## src/rtl/pp_pkg.sv

```systemverilog
package pp_pkg;
  localparam int unsigned DATA_W = 9;
  typedef enum logic [2:0] {
    MODE_IDLE  = 3'd0,
    MODE_LOAD  = 3'd1,
    MODE_SEND  = 3'd2,
    MODE_CLEAR = 3'd7
  } pp_mode_e;
endpackage

```

## src/rtl/pp_fifo.sv

```systemverilog
module pp_fifo #(
  parameter int unsigned W     = 9,
  parameter int unsigned DEPTH = 8
) (
  input  logic         clk_i,
  input  logic         rst_ni,
  input  logic         clr_i,
  input  logic         push_i,
  input  logic         pop_i,
  input  logic [W-1:0] wdata_i,
  output logic [W-1:0] rdata_o,
  output logic         empty_o,
  output logic         full_o
);
  localparam int unsigned AW = (DEPTH > 1) ? $clog2(DEPTH) : 1;
  localparam int unsigned CW = $clog2(DEPTH + 1);
  localparam logic [CW-1:0] DEPTH_C = CW'(DEPTH);
  localparam logic [AW-1:0] LAST_C  = AW'(DEPTH - 1);

  logic [W-1:0]  mem_q [DEPTH];
  logic [AW-1:0] wr_ptr_q, rd_ptr_q;
  logic [CW-1:0] cnt_q;
  logic          do_push, do_pop;

  assign empty_o = (cnt_q == '0);
  assign full_o  = (cnt_q == DEPTH_C);
  assign do_push = push_i && !full_o && !clr_i;
  assign do_pop  = pop_i && !empty_o && !clr_i;
  assign rdata_o = mem_q[rd_ptr_q];

  always_ff @(posedge clk_i or negedge rst_ni) begin
    if (!rst_ni) begin
      wr_ptr_q <= '0;
      rd_ptr_q <= '0;
      cnt_q    <= '0;
      for (int i = 0; i < DEPTH; i++) mem_q[i] <= '0;
    end else if (clr_i) begin
      wr_ptr_q <= '0;
      rd_ptr_q <= '0;
      cnt_q    <= '0;
      for (int i = 0; i < DEPTH; i++) mem_q[i] <= '0;
    end else begin
      if (do_push) begin
        mem_q[wr_ptr_q] <= wdata_i;
        wr_ptr_q <= (wr_ptr_q == LAST_C) ? '0 : wr_ptr_q + 1'b1;
      end
      if (do_pop) rd_ptr_q <= (rd_ptr_q == LAST_C) ? '0 : rd_ptr_q + 1'b1;
      case ({do_push, do_pop})
        2'b10:   cnt_q <= cnt_q + 1'b1;
        2'b01:   cnt_q <= cnt_q - 1'b1;
        default: cnt_q <= cnt_q;
      endcase
    end
  end


  drop_when_full_chk: assert property (@(posedge clk_i) disable iff (!rst_ni)
    (push_i && full_o && !pop_i && !clr_i) |=> full_o);

  ignore_empty_pop_chk: assert property (@(posedge clk_i) disable iff (!rst_ni)
    (pop_i && empty_o && !push_i && !clr_i) |=> empty_o);

  clear_empties_chk: assert property (@(posedge clk_i) disable iff (!rst_ni)
    clr_i |=> empty_o);
endmodule

```

## src/rtl/pp_timer.sv

```systemverilog
module pp_timer #(
  parameter int unsigned TW = 16
) (
  input  logic          clk_i,
  input  logic          rst_ni,
  input  logic          en_i,
  input  logic [TW-1:0] tc_i,
  output logic          sq_o,
  output logic          rise_o
);
  logic [TW-1:0] cnt_q, half;

  assign half = (tc_i == '0) ? TW'(1) : tc_i;

  always_ff @(posedge clk_i or negedge rst_ni) begin
    if (!rst_ni) begin
      cnt_q  <= '0;
      sq_o   <= 1'b0;
      rise_o <= 1'b0;
    end else if (!en_i) begin
      cnt_q  <= '0;
      sq_o   <= 1'b0;
      rise_o <= 1'b0;
    end else if (cnt_q == '0) begin
      cnt_q  <= half - 1'b1;
      sq_o   <= ~sq_o;
      rise_o <= ~sq_o;
    end else begin
      cnt_q  <= cnt_q - 1'b1;
      rise_o <= 1'b0;
    end
  end


  rise_marks_edge_chk: assert property (@(posedge clk_i) disable iff (!rst_ni)
    rise_o |-> (sq_o && !$past(sq_o)));

  idle_low_chk: assert property (@(posedge clk_i) disable iff (!rst_ni)
    !en_i |=> !sq_o);
endmodule

```

## src/rtl/pattern_player.sv

```systemverilog
module pattern_player
  import pp_pkg::*;
#(
  parameter int unsigned DEPTH = 8,
  parameter int unsigned TW    = 16
) (
  input  logic              clk_i,
  input  logic              rst_ni,
  input  logic [2:0]        mode_i,
  input  logic              wr_stb_i,
  input  logic [DATA_W-1:0] data_i,
  input  logic              run_i,
  input  logic              timer_en_i,
  input  logic [TW-1:0]     tc_i,
  output logic [DATA_W-1:0] data_o,
  output logic              word_vld_o,
  output logic              sq_o,
  output logic              empty_o,
  output logic              full_o,
  output logic              wr_en_n_o,
  output logic              rd_en_n_o
);
  logic              is_load, is_send, is_clr;
  logic              stb_q, push, pop, tick;
  logic [DATA_W-1:0] head;

  assign is_load   = (mode_i == MODE_LOAD);
  assign is_send   = (mode_i == MODE_SEND);
  assign is_clr    = (mode_i == MODE_CLEAR);
  assign wr_en_n_o = !is_load;
  assign rd_en_n_o = !(is_send && run_i);
  assign push      = is_load && wr_stb_i && !stb_q;
  assign pop       = is_send && run_i && tick;

  pp_timer #(.TW(TW)) u_timer (
    .clk_i (clk_i),
    .rst_ni(rst_ni),
    .en_i  (timer_en_i),
    .tc_i  (tc_i),
    .sq_o  (sq_o),
    .rise_o(tick)
  );

  pp_fifo #(.W(DATA_W), .DEPTH(DEPTH)) u_fifo (
    .clk_i  (clk_i),
    .rst_ni (rst_ni),
    .clr_i  (is_clr),
    .push_i (push),
    .pop_i  (pop),
    .wdata_i(data_i),
    .rdata_o(head),
    .empty_o(empty_o),
    .full_o (full_o)
  );

  always_ff @(posedge clk_i or negedge rst_ni) begin
    if (!rst_ni) begin
      stb_q      <= 1'b0;
      data_o     <= '0;
      word_vld_o <= 1'b0;
    end else begin
      stb_q      <= wr_stb_i;
      word_vld_o <= pop && !empty_o;
      if (pop && !empty_o) data_o <= head;
    end
  end


  vld_follows_tick_chk: assert property (@(posedge clk_i) disable iff (!rst_ni)
    word_vld_o |-> $past(tick));

  vld_needs_send_chk: assert property (@(posedge clk_i) disable iff (!rst_ni)
    word_vld_o |-> ($past(mode_i) == MODE_SEND && $past(run_i)));

  data_hold_chk: assert property (@(posedge clk_i) disable iff (!rst_ni)
    !word_vld_o |-> $stable(data_o));
endmodule

```

## config.mk

```make
export PLATFORM = sky130hd
export DESIGN_NAME = pattern_player
export DESIGN_NICKNAME = d
export VERILOG_FILES = /design/src/rtl/pp_pkg.sv /design/src/rtl/pp_fifo.sv /design/src/rtl/pp_timer.sv /design/src/rtl/pattern_player.sv
export SDC_FILE = /design/constraint.sdc
export NUM_CORES = 1
export LEC_CHECK = 0
export ABC_AREA = 1
export ABC_CLOCK_PERIOD_IN_PS = 5900
export BUFFER_PORTS_ARGS = -buffer_cell sky130_fd_sc_hd__buf_4
export CAP_MARGIN = 5
export CORE_MARGIN = 1.5
export CORE_UTILIZATION = 35
export CTS_CLUSTER_SIZE = 25
export DETAILED_ROUTE_END_ITERATION = 12
export HOLD_SLACK_MARGIN = 0.1
export PLACE_DENSITY = 0.59
export SETUP_SLACK_MARGIN = 0.3
export SLEW_MARGIN = 20
export SYNTH_ARGS = -nofsm -noshare
export SYNTH_HDL_FRONTEND = slang
export SYNTH_SLANG_ARGS = --single-unit
```

## constraint.sdc

```tcl
create_clock -name clk_i -period 5.9 [get_ports clk_i]
set_input_delay 0.59 -clock clk_i [delete_from_list [all_inputs] [get_ports clk_i]]
set_output_delay 0.59 -clock clk_i [all_outputs]
set_load 0.02 [all_outputs]
```

==> results.sh <==
export IMPL_clock_sinks=111
export IMPL_gp_congestion=0.8514
export IMPL_finalHoldViolCount=0
export IMPL_max_slew_worst_pin_slew_ns=0.9326
export IMPL_cap_violations=0
export IMPL_finalClockSkew_ns=0.01080
export IMPL_ff_latch_area_mm2=0.002778
export IMPL_crit_path_max_fanout=20
export IMPL_leakagePower_nw=3.190
export IMPL_critPathLaunchType="register"
export IMPL_dieWidth_um=131.7
export IMPL_report_final_setup_viol=0
export IMPL_detail_route_iter0_violations=423
export IMPL_insertion_delay_ns=0.36
export IMPL_postCtsResizedCells=0
export IMPL_largest_net_degree_at_the_start_of_global_routing=69
export IMPL_vias_per_cell=5.081
export IMPL_detailedRoute_firstPassIterationCount=4
export IMPL_synth_seq_cells=111
export IMPL_post_synth_top_flop="sky130_fd_sc_hd__dfrtp_1"
export IMPL_ys_warn_count=0
export IMPL_drt_met1_wl_um=7046
export IMPL_cts_htree_levels=3
export IMPL_synth_cell_types=40
export IMPL_fp_dieArea_mm2=0.01733
export IMPL_synthTopCellsByArea="sky130_fd_sc_hd__dfrtp_1 48%, sky130_fd_sc_hd__nand3_1 7.7%, sky130_fd_sc_hd__o21ai_0 7.3%, sky130_fd_sc_hd__inv_1 6.0%, sky130_fd_sc_hd__nand2_1 5.8%"
export IMPL_multi_input_comb_area_mm2=0.002496
export IMPL_fp_coreArea_mm2=0.01600
export IMPL_final_min_period_over_clock_period=0.4341
export IMPL_rows=46
export IMPL_cts_root_buf="sky130_fd_sc_hd__clkbuf_16"
export IMPL_cts_buffer_depth=2
export IMPL_outcome="finished, final reports clean"
export IMPL_die_h_um=131.7
export IMPL_synth_largest_area_cell="sky130_fd_sc_hd__dfrtp_1"
export IMPL_ff2ff_setup_slack_ns=3.34
export IMPL_worst_setup_path_type="reg -> reg"
export IMPL_worst_r2r_startpoint="u_fifo.rd_ptr_q[1]"
export IMPL_mostFrequentLayoutCells="111 x sky130_fd_sc_hd__dfrtp_1, 93 x sky130_fd_sc_hd__inv_1, 89 x sky130_fd_sc_hd__nand2_1"
export IMPL_routed_via_count=4837
export IMPL_cts_tree="done"
export IMPL_dp_hpwl_um=10190
export IMPL_cts_setup_buffers=0
export IMPL_syn_cell_area_mm2=0.005793
export IMPL_fin_setup_tns_ns=0
export IMPL_worst_endpoint_required_ns=6.21
export IMPL_postLayoutCellArea_mm2=0.006639
export IMPL_rel_slew_slack=0.3744
export IMPL_r2r_worst_path_cells=6
export IMPL_hold_path_class="in -> async"
export IMPL_layout_area_overhead_vs_synth_pct=14.60
export IMPL_p_per_area_mw_per_mm2=351.7
export IMPL_clock_buffers_created_by_tritoncts=9
export IMPL_post_route_worst_setup_slack_ns=3.339
export IMPL_postCtsHoldBufs=0
export IMPL_synthesis_instances=697
export IMPL_wl_met2_um=7553
export IMPL_clkSlewWorstSetupHoldPaths_ns=0.08
export IMPL_number_of_enable_flip_flop_cells_after_synthesis=0
export IMPL_vdd_ir_drop_worst_uv=199.6
export IMPL_capture_point_of_the_worst_reg_to_reg_path="data_o[4]"
export IMPL_route_detailed_wl_per_inst_um=16.30
export IMPL_port_buffer_count=47
export IMPL_grt_setup_unrepaired="false"
export IMPL_syn_avg_cell_area_um2=8.311
export IMPL_end_kind="register"
export IMPL_drive_above_1_share=0.1535
export IMPL_detail_route_drc_violations=0
export IMPL_post_dp_cell_area_mm2=0.006299
export IMPL_antenna_cells=0
export IMPL_fillers=1673
export IMPL_dr_wl_met3_um=762
export IMPL_boundaryPins=48
export IMPL_global_route_usage_total=0.1871
export IMPL_place_ws_ns=3.069
export IMPL_ys_async_sr_fraction=1.000
export IMPL_slew_violations=0
export IMPL_synthDominantCellAreaShare=0.4795
export IMPL_postRouteWirelength_um=15520
export IMPL_synth_nets=738
export IMPL_worst_endpoint_arrival_ns=2.87
export IMPL_clock_fmax_ghz=0.3905
export IMPL_final_period_minus_worst_setup_slack_ns=2.561
export IMPL_synth_sequential_area_ratio=0.4795
export IMPL_initial_core_util=0.3621
export IMPL_highest_signal_layer="met4"
export IMPL_layout_commonest_cell="sky130_fd_sc_hd__dfrtp_1"
export IMPL_grt_pass1_vias=4755
export IMPL_antenna_found_initial=0
export IMPL_postRouteAntennaNets=0
export IMPL_grt_ovfl_total=0
export IMPL_grt_pass1_wl_um=25520
export IMPL_design_final_nets=772
power breakdown:
group | internal (mW) | total, mW | switching, mW
registers | 0.828 | 0.879 | 0.0519
clock network | 0.383 | 0.693 | 0.310
logic | 0.253 | 0.762 | 0.509
total | 1.46 | 2.33 | 0.871
sequential cells by signal, summed over array words and instances (netlist names):
register / count
u_timer.cnt_q: 16
u_fifo.wr_ptr_q: 3
u_timer.sq_o: 1
data_o: 9
u_fifo.mem_q: 72
u_timer.rise_o: 1
word_vld_o: 1
u_fifo.cnt_q: 4
u_fifo.rd_ptr_q: 3
stb_q: 1
cell type report:
class	count	area share
sequential	111	0.4184
inverter	101	0.05711
clock inverter	7	0.01734
timing repair buffer	50	0.05654
tap	216	0.04071
clock buffer	9	0.03392
multi-input combinational	458	0.3760
synth_stat cells, drive strengths merged (2+ instances only):
library cell and n:
nand4 6, nand3b 5, nor3 5, xnor2 2
o21ai 87, xor2 2, a21oi 44, dfrtp 111
clkbuf 17, o22ai 37, nor2 60, ha 7
clkinv 4, or2 2, nand2 103, buf 10
nand3 93, inv 97
metrics by stage:
step                      power (mW)  cells    util  hold WS, ns
after floorplan                1.489    697       -       0.2944
after global placement         1.655    936  0.3937       0.4834
after detailed placement       1.654    936  0.3937       0.4763
after CTS                      2.352    952  0.4149       0.2477
after global routing           2.481    952  0.4149       0.2730
final                          2.335    952  0.4149       0.2200
routing by layer:
metal / track usage / vias to the layer above
li1: - / 2384
met1: 0.2419 / 2328
met2: 0.3199 / 112
met3: 0.04514 / 13
met4: 0.03519 / 0
met5: 0 / -
critical path, stage by stage, from the launching register on:
cell	delay [ns]
sky130_fd_sc_hd__dfrtp_1	0.89
sky130_fd_sc_hd__clkinv_1	0.79
sky130_fd_sc_hd__a21oi_1	0.32
sky130_fd_sc_hd__o21ai_0	0.18
sky130_fd_sc_hd__nand3_1	0.12
sky130_fd_sc_hd__nand3_1	0.11
sky130_fd_sc_hd__nand2_1	0.09
cells by family after synthesis:
kind of cell | synth area share
AOI/OAI and AO/OA | 0.1572
adders and majority gates | 0.01857
and+or+nand+nor | 0.2482
xor gates and xnor gates | 0.006049
DFF | 0.4795
buffers and inverters | 0.09049
how the worst max path moves through the flow:
stage / from / to / slack (ns) / cells past startpoint
2_1_floorplan: mode_i[0] / u_fifo.cnt_q[3] / 3.67 / 11
3_3_place_gp: mode_i[0] / u_fifo.cnt_q[3] / 3.16 / 11
3_5_place_dp: mode_i[0] / u_fifo.cnt_q[3] / 3.07 / 11
4_1_cts: u_fifo.cnt_q[0] / u_fifo.cnt_q[3] / 3.36 / 11
5_1_grt: u_fifo.cnt_q[0] / u_fifo.cnt_q[3] / 3.12 / 11
6_report: u_fifo.rd_ptr_q[1] / data_o[4] / 3.34 / 6
(Power assumes the default switching activity.)
